$ cat src/rtl/rdseq_pkg.sv
package rdseq_pkg;

    localparam int MATCH_W    = 13;
    localparam int STEP_COUNT = 7;
    localparam int PREFIX_LEN = STEP_COUNT - 1;
    localparam int STEP_W     = $clog2(STEP_COUNT + 1);

    localparam logic [MATCH_W-1:0] TAIL_OPEN  = 13'h041A;
    localparam logic [MATCH_W-1:0] TAIL_CLOSE = 13'h040A;

    typedef struct packed {
        logic ce_n;
        logic oe_n;
        logic we_n;
    } strobe_t;

    localparam strobe_t STROBE_IDLE = '{ce_n: 1'b1, oe_n: 1'b1, we_n: 1'b1};

    typedef struct packed {
        logic               valid;
        logic [MATCH_W-1:0] addr;
    } read_evt_t;

    typedef enum logic [1:0] {
        VERDICT_NONE  = 2'd0,
        VERDICT_OPEN  = 2'd1,
        VERDICT_CLOSE = 2'd2
    } verdict_e;

    function automatic logic [MATCH_W-1:0] prefix_addr(input logic [STEP_W-1:0] idx);
        logic [MATCH_W-1:0] r;
        case (idx)
            3'd0:    r = 13'h1823;
            3'd1:    r = 13'h1820;
            3'd2:    r = 13'h1822;
            3'd3:    r = 13'h0418;
            3'd4:    r = 13'h041B;
            3'd5:    r = 13'h0419;
            default: r = '0;
        endcase
        return r;
    endfunction

    function automatic logic is_read(input strobe_t s);
        return !s.ce_n && !s.oe_n && s.we_n;
    endfunction

    function automatic logic is_write(input strobe_t s);
        return !s.ce_n && !s.we_n && s.oe_n;
    endfunction

endpackage

$ cat src/rtl/rdseq_sync.sv
module rdseq_sync #(
    parameter int           W       = 1,
    parameter int           STAGES  = 2,
    parameter logic [W-1:0] RST_VAL = '0
) (
    input  logic         clk,
    input  logic         rst,
    input  logic [W-1:0] d,
    output logic [W-1:0] q
);

    logic [STAGES-1:0][W-1:0] stg;

    always_ff @(posedge clk) begin
        if (rst) begin
            stg <= {STAGES{RST_VAL}};
        end else begin
            stg[0] <= d;
            for (int k = 1; k < STAGES; k++) begin
                stg[k] <= stg[k-1];
            end
        end
    end

    assign q = stg[STAGES-1];

endmodule

$ cat src/rtl/rdseq_cycle_decode.sv
module rdseq_cycle_decode
    import rdseq_pkg::*;
(
    input  logic               clk,
    input  logic               rst,
    input  strobe_t            strb,
    input  logic [MATCH_W-1:0] addr,
    output read_evt_t          evt,
    output logic               write_seen
);

    strobe_t            prev_strb;
    logic [MATCH_W-1:0] prev_addr;

    always_ff @(posedge clk) begin
        if (rst) begin
            prev_strb <= STROBE_IDLE;
            prev_addr <= '0;
        end else begin
            prev_strb <= strb;
            prev_addr <= addr;
        end
    end

    // A read closes on the first read strobe to rise; the address is the
    // one sampled while the cycle was still active.
    always_comb begin
        evt.valid = is_read(prev_strb) && (strb.ce_n || strb.oe_n);
        evt.addr  = prev_addr;
    end

    assign write_seen = is_write(strb);

endmodule

$ cat src/rtl/rdseq_matcher.sv
module rdseq_matcher
    import rdseq_pkg::*;
(
    input  logic              clk,
    input  logic              rst,
    input  read_evt_t         evt,
    input  logic              write_seen,
    output verdict_e          verdict,
    output logic [STEP_W-1:0] prog
);

    localparam logic [STEP_W-1:0] LAST_IDX = STEP_W'(PREFIX_LEN);

    logic [STEP_W-1:0] prog_nxt;
    logic [STEP_W-1:0] restart_val;

    always_comb begin
        restart_val = (evt.addr == prefix_addr('0)) ? STEP_W'(1) : '0;
        prog_nxt    = prog;
        verdict     = VERDICT_NONE;
        if (write_seen) begin
            prog_nxt = '0;
        end else if (evt.valid) begin
            if (prog == LAST_IDX) begin
                if (evt.addr == TAIL_OPEN) begin
                    verdict  = VERDICT_OPEN;
                    prog_nxt = '0;
                end else if (evt.addr == TAIL_CLOSE) begin
                    verdict  = VERDICT_CLOSE;
                    prog_nxt = '0;
                end else begin
                    prog_nxt = restart_val;
                end
            end else if (evt.addr == prefix_addr(prog)) begin
                prog_nxt = prog + STEP_W'(1);
            end else begin
                prog_nxt = restart_val;
            end
        end
    end

    always_ff @(posedge clk) begin
        if (rst) prog <= '0;
        else     prog <= prog_nxt;
    end

endmodule

$ cat src/rtl/rdseq_flag.sv
module rdseq_flag
    import rdseq_pkg::*;
(
    input  logic     clk,
    input  logic     rst,
    input  verdict_e verdict,
    output logic     prot,
    output logic     done
);

    always_ff @(posedge clk) begin
        if (rst) begin
            prot <= 1'b1;
            done <= 1'b0;
        end else begin
            done <= (verdict != VERDICT_NONE);
            case (verdict)
                VERDICT_OPEN:  prot <= 1'b0;
                VERDICT_CLOSE: prot <= 1'b1;
                default:       prot <= prot;
            endcase
        end
    end

endmodule

$ cat src/rtl/rdseq_guard.sv
module rdseq_guard
    import rdseq_pkg::*;
#(
    parameter int ADDR_W      = 19,
    parameter int SYNC_STAGES = 2
) (
    input  logic              clk,
    input  logic              rst,
    input  logic              bus_ce_n,
    input  logic              bus_oe_n,
    input  logic              bus_we_n,
    input  logic [ADDR_W-1:0] bus_addr,
    output logic              prot_o,
    output logic              done_o
);

    localparam int HI_W = ADDR_W - MATCH_W;

    strobe_t            strb_raw;
    strobe_t            strb_s;
    logic [MATCH_W-1:0] addr_s;
    logic [HI_W-1:0]    unused_addr_hi;
    read_evt_t          rd_evt;
    logic               wr_seen;
    verdict_e           verdict;
    logic [STEP_W-1:0]  prog;

    assign strb_raw       = '{ce_n: bus_ce_n, oe_n: bus_oe_n, we_n: bus_we_n};
    assign unused_addr_hi = bus_addr[ADDR_W-1:MATCH_W];

    rdseq_sync #(.W(3), .STAGES(SYNC_STAGES), .RST_VAL(STROBE_IDLE)) u_sync_strb (
        .clk(clk), .rst(rst), .d(strb_raw), .q(strb_s)
    );

    rdseq_sync #(.W(MATCH_W), .STAGES(SYNC_STAGES), .RST_VAL('0)) u_sync_addr (
        .clk(clk), .rst(rst), .d(bus_addr[MATCH_W-1:0]), .q(addr_s)
    );

    rdseq_cycle_decode u_decode (
        .clk(clk), .rst(rst), .strb(strb_s), .addr(addr_s),
        .evt(rd_evt), .write_seen(wr_seen)
    );

    rdseq_matcher u_match (
        .clk(clk), .rst(rst), .evt(rd_evt), .write_seen(wr_seen),
        .verdict(verdict), .prog(prog)
    );

    rdseq_flag u_flag (
        .clk(clk), .rst(rst), .verdict(verdict), .prot(prot_o), .done(done_o)
    );

endmodule

$ cat config.mk
export PLATFORM = sky130hd
export DESIGN_NAME = rdseq_guard
export DESIGN_NICKNAME = d
export VERILOG_FILES = /design/src/rtl/rdseq_pkg.sv /design/src/rtl/rdseq_sync.sv /design/src/rtl/rdseq_cycle_decode.sv /design/src/rtl/rdseq_matcher.sv /design/src/rtl/rdseq_flag.sv /design/src/rtl/rdseq_guard.sv
export SDC_FILE = /design/constraint.sdc
export NUM_CORES = 1
export LEC_CHECK = 0
export ABC_AREA = 1
export BUFFER_PORTS_ARGS = -buffer_cell sky130_fd_sc_hd__buf_2
export CORE_UTILIZATION = 55
export DETAILED_ROUTE_END_ITERATION = 16
export GPL_TIMING_DRIVEN = 0
export PLACE_DENSITY = 0.88
export SYNTH_ARGS = -nofsm -noshare
export SYNTH_HDL_FRONTEND = slang
export SYNTH_HIERARCHICAL = 1
export SYNTH_SLANG_ARGS = --single-unit
$ cat constraint.sdc
create_clock -name clk -period 4.8 [get_ports clk]
set_input_delay 0.96 -clock clk [delete_from_list [all_inputs] [get_ports clk]]
set_output_delay 0.96 -clock clk [all_outputs]
set_load 0.1 [all_outputs]
After elaboration in Yosys (flattened, before gate mapping)
Index checks and enable logic that the tools add are counted.

Reduce and logical (&&, ||, !) cells: 14. $add $sub $neg: 1. Mux-type cells: 15. Eq/ne operators: 12.

Operators with widths (number): $pmux W13 S6 (1); $mux W13 (3); $eq A13 B11 Y1 const B (2); $eq A13 B13 Y1 (1); $eq A13 B13 Y1 const B (1); $mux W3 (4); $mux W2 (5); $eq A3 B3 Y1 const B (3); $eq A3 B2 Y1 const B (2); $logic_and A1 B1 Y1 (5); $logic_not A1 Y1 (4); $reduce_bool A2 Y1 (2); $add A3 B1 Y3 const B (1); $eq A3 B1 Y1 const B (1); $logic_not A3 Y1 (1); $eq A2 B1 Y1 const B (1); $eq A2 B2 Y1 const B (1); $pmux W1 S2 (1); $reduce_or A2 Y1 (1); $logic_or A1 B1 Y1 (1); $mux W1 (1).

Output and inout port bits: 2. Bits of input ports: 24. Register bits: 53. Logic and storage cells: 53.

Longest topological paths before layout
Gate-level depths: netlist of the first run.

Word-level depth: 9. Gate-level depth with buffers: 12. Depth with buffers taken out: 12.

By module
The synthesis of the first run kept the hierarchy.

By module, submodules not included: rdseq_sync (u_sync_addr) (cells each 94, sequential area each 520.5 um2, instances 1, area each 849.6 um2); rdseq_matcher (cells each 91, sequential area each 60.1 um2, instances 1, area each 485.5 um2); rdseq_cycle_decode (cells each 51, sequential area each 320.3 um2, instances 1, area each 470.5 um2); rdseq_sync (u_sync_strb) (cells each 22, sequential area each 120.1 um2, instances 1, area each 191.4 um2); rdseq_flag (cells each 12, sequential area each 40.0 um2, instances 1, area each 103.8 um2).

Worst setup path after synthesis of the first run
Ideal clock, no wire load.

Kind: register to output. From: register u_flag.prot. To: output port prot_o. Arrival: 0.939 ns. Stages on the path, launching flop included: 1. Setup slack: 2.901 ns. Path buffers: 0. Required time: 3.840 ns. Path through: dfxtp_1.

RTL lines: start, declared (RTL line rdseq_flag.sv:7) `output logic prot,`; start signal, assigned (RTL line rdseq_flag.sv:20) `default: prot <= prot;`; end, declared (RTL line rdseq_guard.sv:13) `output logic prot_o,`.

No word-level cell between the ends.

Final worst setup path of the first run
From: register u_match.prog[0]. To: register u_flag.prot.

Cells in the longest elaborated chain, start to end: 6. Elaborated cells on any way between the ends: 8. Those cells by class: eq/ne (3); mux (4); reduce/logical (1).

Ends and longest elaborated chain: start, declared (RTL line rdseq_matcher.sv:9) `output logic [STEP_W-1:0] prog`; start signal, assigned (RTL line rdseq_matcher.sv:44) `else prog <= prog_nxt;`; $eq A3 B3 Y1 * (RTL line rdseq_matcher.sv:24) `if (prog == LAST_IDX) begin`; $mux W2 * (RTL line rdseq_matcher.sv:24); $mux W2 * (RTL line rdseq_matcher.sv:23) `end else if (evt.valid) begin`; $mux W2 * (RTL line rdseq_matcher.sv:21) `if (write_seen) begin`; via verdict[1] (RTL line rdseq_guard.sv:25) `verdict_e verdict;`; $eq A2 B2 Y1 or $eq A2 B1 Y1 (tied branches) (RTL line rdseq_flag.sv:17) `case (verdict)`; $pmux W1 S2 or $reduce_bool A2 Y1 (tied branches).

The timed path passes the listed nets; every way through them passes the cells marked *. A chain may end at the register's enable or synchronous reset.

==> results of run 1 <==
==> stage by stage <==
stage               total power, mW  util, %
finish                        0.756     64.2
global route                  0.789     64.2
CTS                           0.762     64.2
detailed placement            0.515     61.6
global placement              0.512     61.6
floorplan                     0.501        -
==> Yosys cell counts (all sizes together) <==
master / instances / area share [%]
dfxtp: 53 / 51
nor4: 2 / 0.60
nor3b: 1 / 0.36
o21ai: 1 / 0.24
buf: 20 / 7.9
nand3: 9 / 2.6
nand2: 42 / 8.2
nand3b: 2 / 0.71
nor2: 55 / 10
inv: 67 / 12
a21oi: 4 / 0.95
nand4: 2 / 0.60
nor3: 3 / 0.71
or2: 3 / 0.89
ha: 6 / 3.6
==> per-layer routing <==
metal  vias up  share of wire [%]  track usage (%)
li1        810                  -                -
met1       630                 42             15.7
met2        24                 52             32.7
met3         9                3.5             5.00
met4         0                2.7             9.94
met5         -                  0                0
==> worst reg2reg max path, stage by stage, from the launching register on <==
cell	delay (ns)
dfxtp_1	0.34
inv_1	0.11
ha_1	0.26
nand2_1	0.08
nor2_1	0.15
nand2_1	0.11
nor4_1	0.47
inv_1	0.09
ha_1	0.30
nand2_1	0.09
nand3_2	0.07
==> worst max-delay path by stage <==
stage	from	endpoint	slack (ns)	cells after the start
after floorplan	u_flag/prot	prot_o	2.90	0
after global placement	u_match/prog[0]	u_flag/prot	2.82	10
after detailed placement	u_match/prog[0]	u_flag/prot	2.74	10
after CTS	u_match/prog[0]	u_flag/prot	2.72	10
after global routing	u_match/prog[1]	u_flag/prot	2.50	10
final	u_match/prog[0]	u_flag/prot	2.63	10
==> cell families after synthesis <==
family | count (synthesis) | synth area share (%)
DFF | 53 | 50.5
buffers and inverters | 87 | 19.8
and+or+nand+nor | 119 | 24.9
adders and majority gates | 6 | 3.57
AOI/OAI and AO/OA | 5 | 1.19
==> sequential cells by signal (all words and copies together), names as in the netlist <==
name and count:
u_decode/prev_strb 3, u_decode/prev_addr 13, u_sync_addr/stg 13, u_sync_strb/stg 3, u_sync_addr/q 13, u_flag/prot 1, u_sync_strb/q 3, u_flag/done 1
u_match/prog 3
==> power by group <==
| part | internal, mW | switching (mW) |
|---|---|---|
| sequential | 0.455 | 0.00482 |
| clock | 0.106 | 0.145 |
| combinational | 0.0223 | 0.0218 |
==> placed cells by master, fill, tap and decap left out, types with 4 or more instances in the layout <==
cell type and count:
ha_1 6, a21oi_1 4, buf_2 19, inv_1 64, clkbuf_8 5, nand3_1 7
dfxtp_1 53, nand2_1 38, nor2_1 52, buf_6 4, buf_4 16
==> area by class of cell <==
type	count	area, µm²
clock buffer	5	68.8
timing repair buffer	19	95.1
inverter	67	251
tap	48	60.1
multi-input combinational	130	623
fill	312	1310
sequential	53	1060
clock inverter	3	25.0
buffer	20	165
==> flow_summary.json, run 1 <==
{
  "ios": 26,
  "r2r-start": "u_match/prog[0]",
  "syn_to_final_growth_pct": 11.9,
  "track_usage_pct": 17.1,
  "antenna_left": 0,
  "cts_tree": "done",
  "first_pass_iters": 4,
  "hpwl_mm": 2.19,
  "cts_resized": 0,
  "postCtsSetupBuffers": 0,
  "portBuffers": 19,
  "core_area_um2": 3660,
  "grt_pass1_wl_mm": 5.27,
  "setup_viol": 0,
  "fin_ws_ns": 2.63,
  "pre_cts_ws_ns": 2.74,
  "postSynthAreaPerCell_um2": 7.78,
  "final_area_um2": 2350,
  "holdWs_ns": 0.404,
  "slew_headroom_pct": 68.0,
  "insertion_delay_ns": 0.31,
  "path_delay_family": "simple AND/OR/NAND/NOR gates",
  "rsz0062_at_grt": "no",
  "initial_core_util_pct": 57.4,
  "clockBufferDepth": 2,
  "r2r_end": "u_flag/prot",
  "antenna_found_initial": 0,
  "wl_mm": 2.93,
  "viasPerCell": 4.27,
  "wl_per_cell_um": 8.50,
  "gp_congestion": 0.786,
  "grt_max_degree": 19,
  "hold_viol": 0,
  "netlist_area_um2": 2100,
  "cts_buffers": 5,
  "cts_sinks": 53,
  "overflow": 0,
  "ir_drop_v": 0.000280,
  "vias": 1473,
  "hold-path-endpoint": "u_sync_addr/q[11]",
  "max_stage_delay_ns": 0.47,
  "htreeDepth": 2,
  "tns_ns": 0,
  "route.detailed.drc": 0,
  "post-place-cells": 337,
  "path_class": "reg -> reg",
  "slew_violations": 0,
  "hold_depth": 2,
  "cpMostUsedCell": "nand2_1",
  "hold_buffers": 0,
  "drt-initial-drc-count": 86,
  "critPathArrivalTime_ns": 2.37,
  "status": "finished clean",
  "synth-seq-area-share_pct": 50.5,
  "p_per_area_nw_per_um2": 322,
  "end_kind": "flop",
  "min_period_ns": 2.17,
  "ys_warn_count": 6,
  "die_y_um": 63.8,
  "rows": 22,
  "p_leak_nw": 1.17,
  "synth_seq_cells": 53,
  "clockRootBuffer": "clkbuf_8",
  "diodes": 0,
  "grt_pass1_vias": 1382,
  "synth_cells": 270,
  "dieArea_um2": 4070,
  "hold_path_startpoint": "u_sync_addr/stg[11]",
  "cp.buffers_inverters": 2,
  "crit_path_max_fanout": 3,
  "path_cells": "inv_1, ha_1, nand2_1, nor2_1, nand2_1, nor4_1, inv_1, ha_1, nand2_1, nand3_2",
  "cp.required_ns": 5.00,
  "rr_worst_depth": 10,
  "start_kind": "flop",
  "yosysUniqueCellTypes": 21,
  "dpl-instance-area_um2": 2260,
  "final_cells": 345,
  "min_path_type": "reg -> reg",
  "period_share_pct": 45.3,
  "drive_gt1_share_pct": 19.9,
  "max_slew.worst_pin.slew_ns": 0.475,
  "fmax_mhz": 460,
  "rrSetupSlack_ns": 2.63,
  "crit_slowest_cell": "nor4_1",
  "die_w_um": 63.8,
  "skew_ns": 0.00518,
  "max-cap-violations": 0,
  "nets": 326,
  "clk_pin_slew_worst_paths_ns": 0.09,
  "synth_nets": 300
}
(Power assumes the default switching activity.)
==> run 2, diff against run 1 <==
--- a/config.mk
+++ b/config.mk
@@ -7,10 +7,10 @@
 export LEC_CHECK = 0
 export ABC_AREA = 1
 export BUFFER_PORTS_ARGS = -buffer_cell sky130_fd_sc_hd__buf_2
-export CORE_UTILIZATION = 55
+export CORE_UTILIZATION = 51
 export DETAILED_ROUTE_END_ITERATION = 16
 export GPL_TIMING_DRIVEN = 0
-export PLACE_DENSITY = 0.88
+export PLACE_DENSITY = 0.86
 export SYNTH_ARGS = -nofsm -noshare
 export SYNTH_HDL_FRONTEND = slang
 export SYNTH_HIERARCHICAL = 1
==> constraint.sdc (replaced) <==
create_clock -name clk -period 1.9 [get_ports clk]
set_input_delay 0.38 -clock clk [delete_from_list [all_inputs] [get_ports clk]]
set_output_delay 0.38 -clock clk [all_outputs]
set_load 0.1 [all_outputs]
==> run 2 against run 1 <==
  * Flip-flop and latch count unchanged
  * Cell count rose by 1.4%
  * Combinational power grew to 2.5 times the previous value
  * Highest routed layer unchanged
  * Sequential share of layout area fell by 2.1 points
  * Global-route usage fell by 0.76 points
  * Wire length increased by 3.3%
  * Largest power group unchanged
  * Critical path depth increased by 1
  * Worst setup slack worse by 2.5 ns
  * Power rose to 2.7 times the previous value
==> flow_summary.json, run 2 (synthesized netlist as in run 1, its figures left out) <==
{
  "status": "finished clean",
  "vias": 1485,
  "antenna_left": 0,
  "hold_viol": 0,
  "cts_sinks": 53,
  "portBuffers": 19,
  "clockBufferDepth": 2,
  "final_common_cell": "inv_1",
  "final_area_um2": 2470,
  "diodes": 0,
  "cts_buffers": 5,
  "setup_viol": 0,
  "fin_ws_ns": 0.128,
  "slew_violations": 0,
  "gp_congestion": 0.764,
  "wl_per_cell_um": 8.66,
  "insertion_delay_ns": 0.30,
  "clockRootBuffer": "clkbuf_8",
  "fillers": 318,
  "combPwrFrac_pct": 5.5,
  "max_slew.worst_pin.slew_ns": 0.484,
  "syn_to_final_growth_pct": 17.7,
  "cpMostUsedCell": "inv_2",
  "p_int_mw": 1.64,
  "cp.required_ns": 2.10,
  "slew_headroom_pct": 68.0,
  "rows": 22,
  "grt_max_degree": 17,
  "core_area_um2": 3800,
  "period_share_pct": 93.3,
  "first_pass_iters": 4,
  "path_class": "reg -> reg",
  "antenna_found_initial": 0,
  "max_stage_delay_ns": 0.34,
  "wl_mm": 3.03,
  "htreeDepth": 2,
  "viasPerCell": 4.24,
  "p_per_area_nw_per_um2": 828,
  "hold_buffers": 0,
  "cts_tree": "done",
  "dieArea_um2": 4380,
  "track_usage_pct": 16.3,
  "tns_ns": 0,
  "ir_drop_v": 0.000663,
  "p_sw_mw": 0.411,
  "min_path_type": "in -> reg",
  "max-cap-violations": 0,
  "min_period_ns": 1.77,
  "fin_util_pct": 65.1,
  "skew_ns": 0.00916,
  "crit_path_max_fanout": 3,
  "crit_slowest_cell": "dfxtp_2",
  "hpwl_mm": 2.17,
  "grt_pass1_vias": 1380,
  "p_seq_share_pct": 56.9,
  "drive_gt1_share_pct": 25.8,
  "clk_pin_slew_worst_paths_ns": 0.09,
  "die_w_um": 66.2,
  "start_kind": "flop",
  "clkPwrFrac_pct": 37.7,
  "sw_frac_of_total_pct": 20.1,
  "rsz0062_at_grt": "yes",
  "p_leak_nw": 1.21,
  "dpl-instance-area_um2": 2260,
  "mostFrequentLayoutCells": "inv_1, dfxtp_1, nor2_1, nand2_1, buf_4",
  "drt-initial-drc-count": 44,
  "grt_pass1_wl_mm": 5.28,
  "fmax_mhz": 564,
  "pre_cts_ws_ns": -0.150,
  "end_kind": "flop",
  "ios": 26,
  "die_y_um": 66.2,
  "initial_core_util_pct": 55.3,
  "critPathArrivalTime_ns": 1.97,
  "nets": 331,
  "power.total_mw": 2.05,
  "route.detailed.drc": 0,
  "overflow": 0,
  "path_cells": "inv_2, ha_4, nand2_1, nor2_4, nand2_2, nor4_4, inv_2, ha_4, inv_2, nand2_2, nand3_2"
}
-- run 2: timing repair --
| item | 4_1_cts | 5_1_grt |
|---|---|---|
| pin swaps | 1 | 7 |
| cloned | 0 | 0 |
| endpoints found under the hold margin | 0 | 0 |
| setup endpoints to repair | 1 | 1 |
| gates resized for setup | 4 | 13 |
| setup buffers | 2 | 3 |
-- run 2: metal layers --
| metal | GRT usage [%] | up-vias | wire length, µm |
|---|---|---|---|
| met3 | 5.34 | 4 | 104 |
| li1 | - | 816 | - |
| met5 | 0 | - | 0 |
| met1 | 14.9 | 639 | 1290 |
| met2 | 31.6 | 26 | 1600 |
| met4 | 7.98 | 0 | 39 |
-- run 2: power by group through the flow --
stage	sequential, mW	combinational (mW)	clock, mW
2_1_floorplan	1.19	0.0799	0
3_3_place_gp	1.19	0.107	0
3_5_place_dp	1.19	0.111	0
4_1_cts	1.16	0.113	0.794
5_1_grt	1.17	0.128	0.838
6_report	1.16	0.112	0.771
-- run 2: cell type report --
class	instances	area [µm²]	share of cell area (%)
flip-flops and latches	53	1060	43.1
multi-input cells	130	678	27.4
inverters	67	251	10.2
plain buffers	20	165	6.68
repair buffers	24	133	5.36
clock buffers	6	82.6	3.34
well taps	48	60.1	2.43
clock inverters	2	37.5	1.52
-- run 2: worst paths after layout --
| kind | cells past startpoint | startpoint | slack [ns] | endpoint |
|---|---|---|---|---|
| setup reg to reg | 11 | u_match/prog[0] | 0.13 | u_flag/prot |
| hold / removal | 3 | bus_oe_n | 0.24 | u_sync_strb/stg[1] |
| setup / recovery | 11 | u_match/prog[0] | 0.13 | u_flag/prot |
| hold reg to reg | 2 | u_sync_addr/stg[12] | 0.40 | u_sync_addr/q[12] |
-- run 2: per-stage QoR --
step	std cells	hold WS [ns]
3_3_place_gp	337	0.390
6_report	350	0.242
5_1_grt	350	0.234
2_1_floorplan	270	0.387
3_5_place_dp	337	0.392
4_1_cts	347	0.233
-- run 2: worst max-delay path: cells and delay by family, from the launching register on --
kind / cells / cell delay, ns
buffers and inverters: 3 / 0.20
adder cells (fa/ha/maj): 2 / 0.41
AND/OR/NAND/NOR: 6 / 0.71
flip-flops: 1 / 0.34
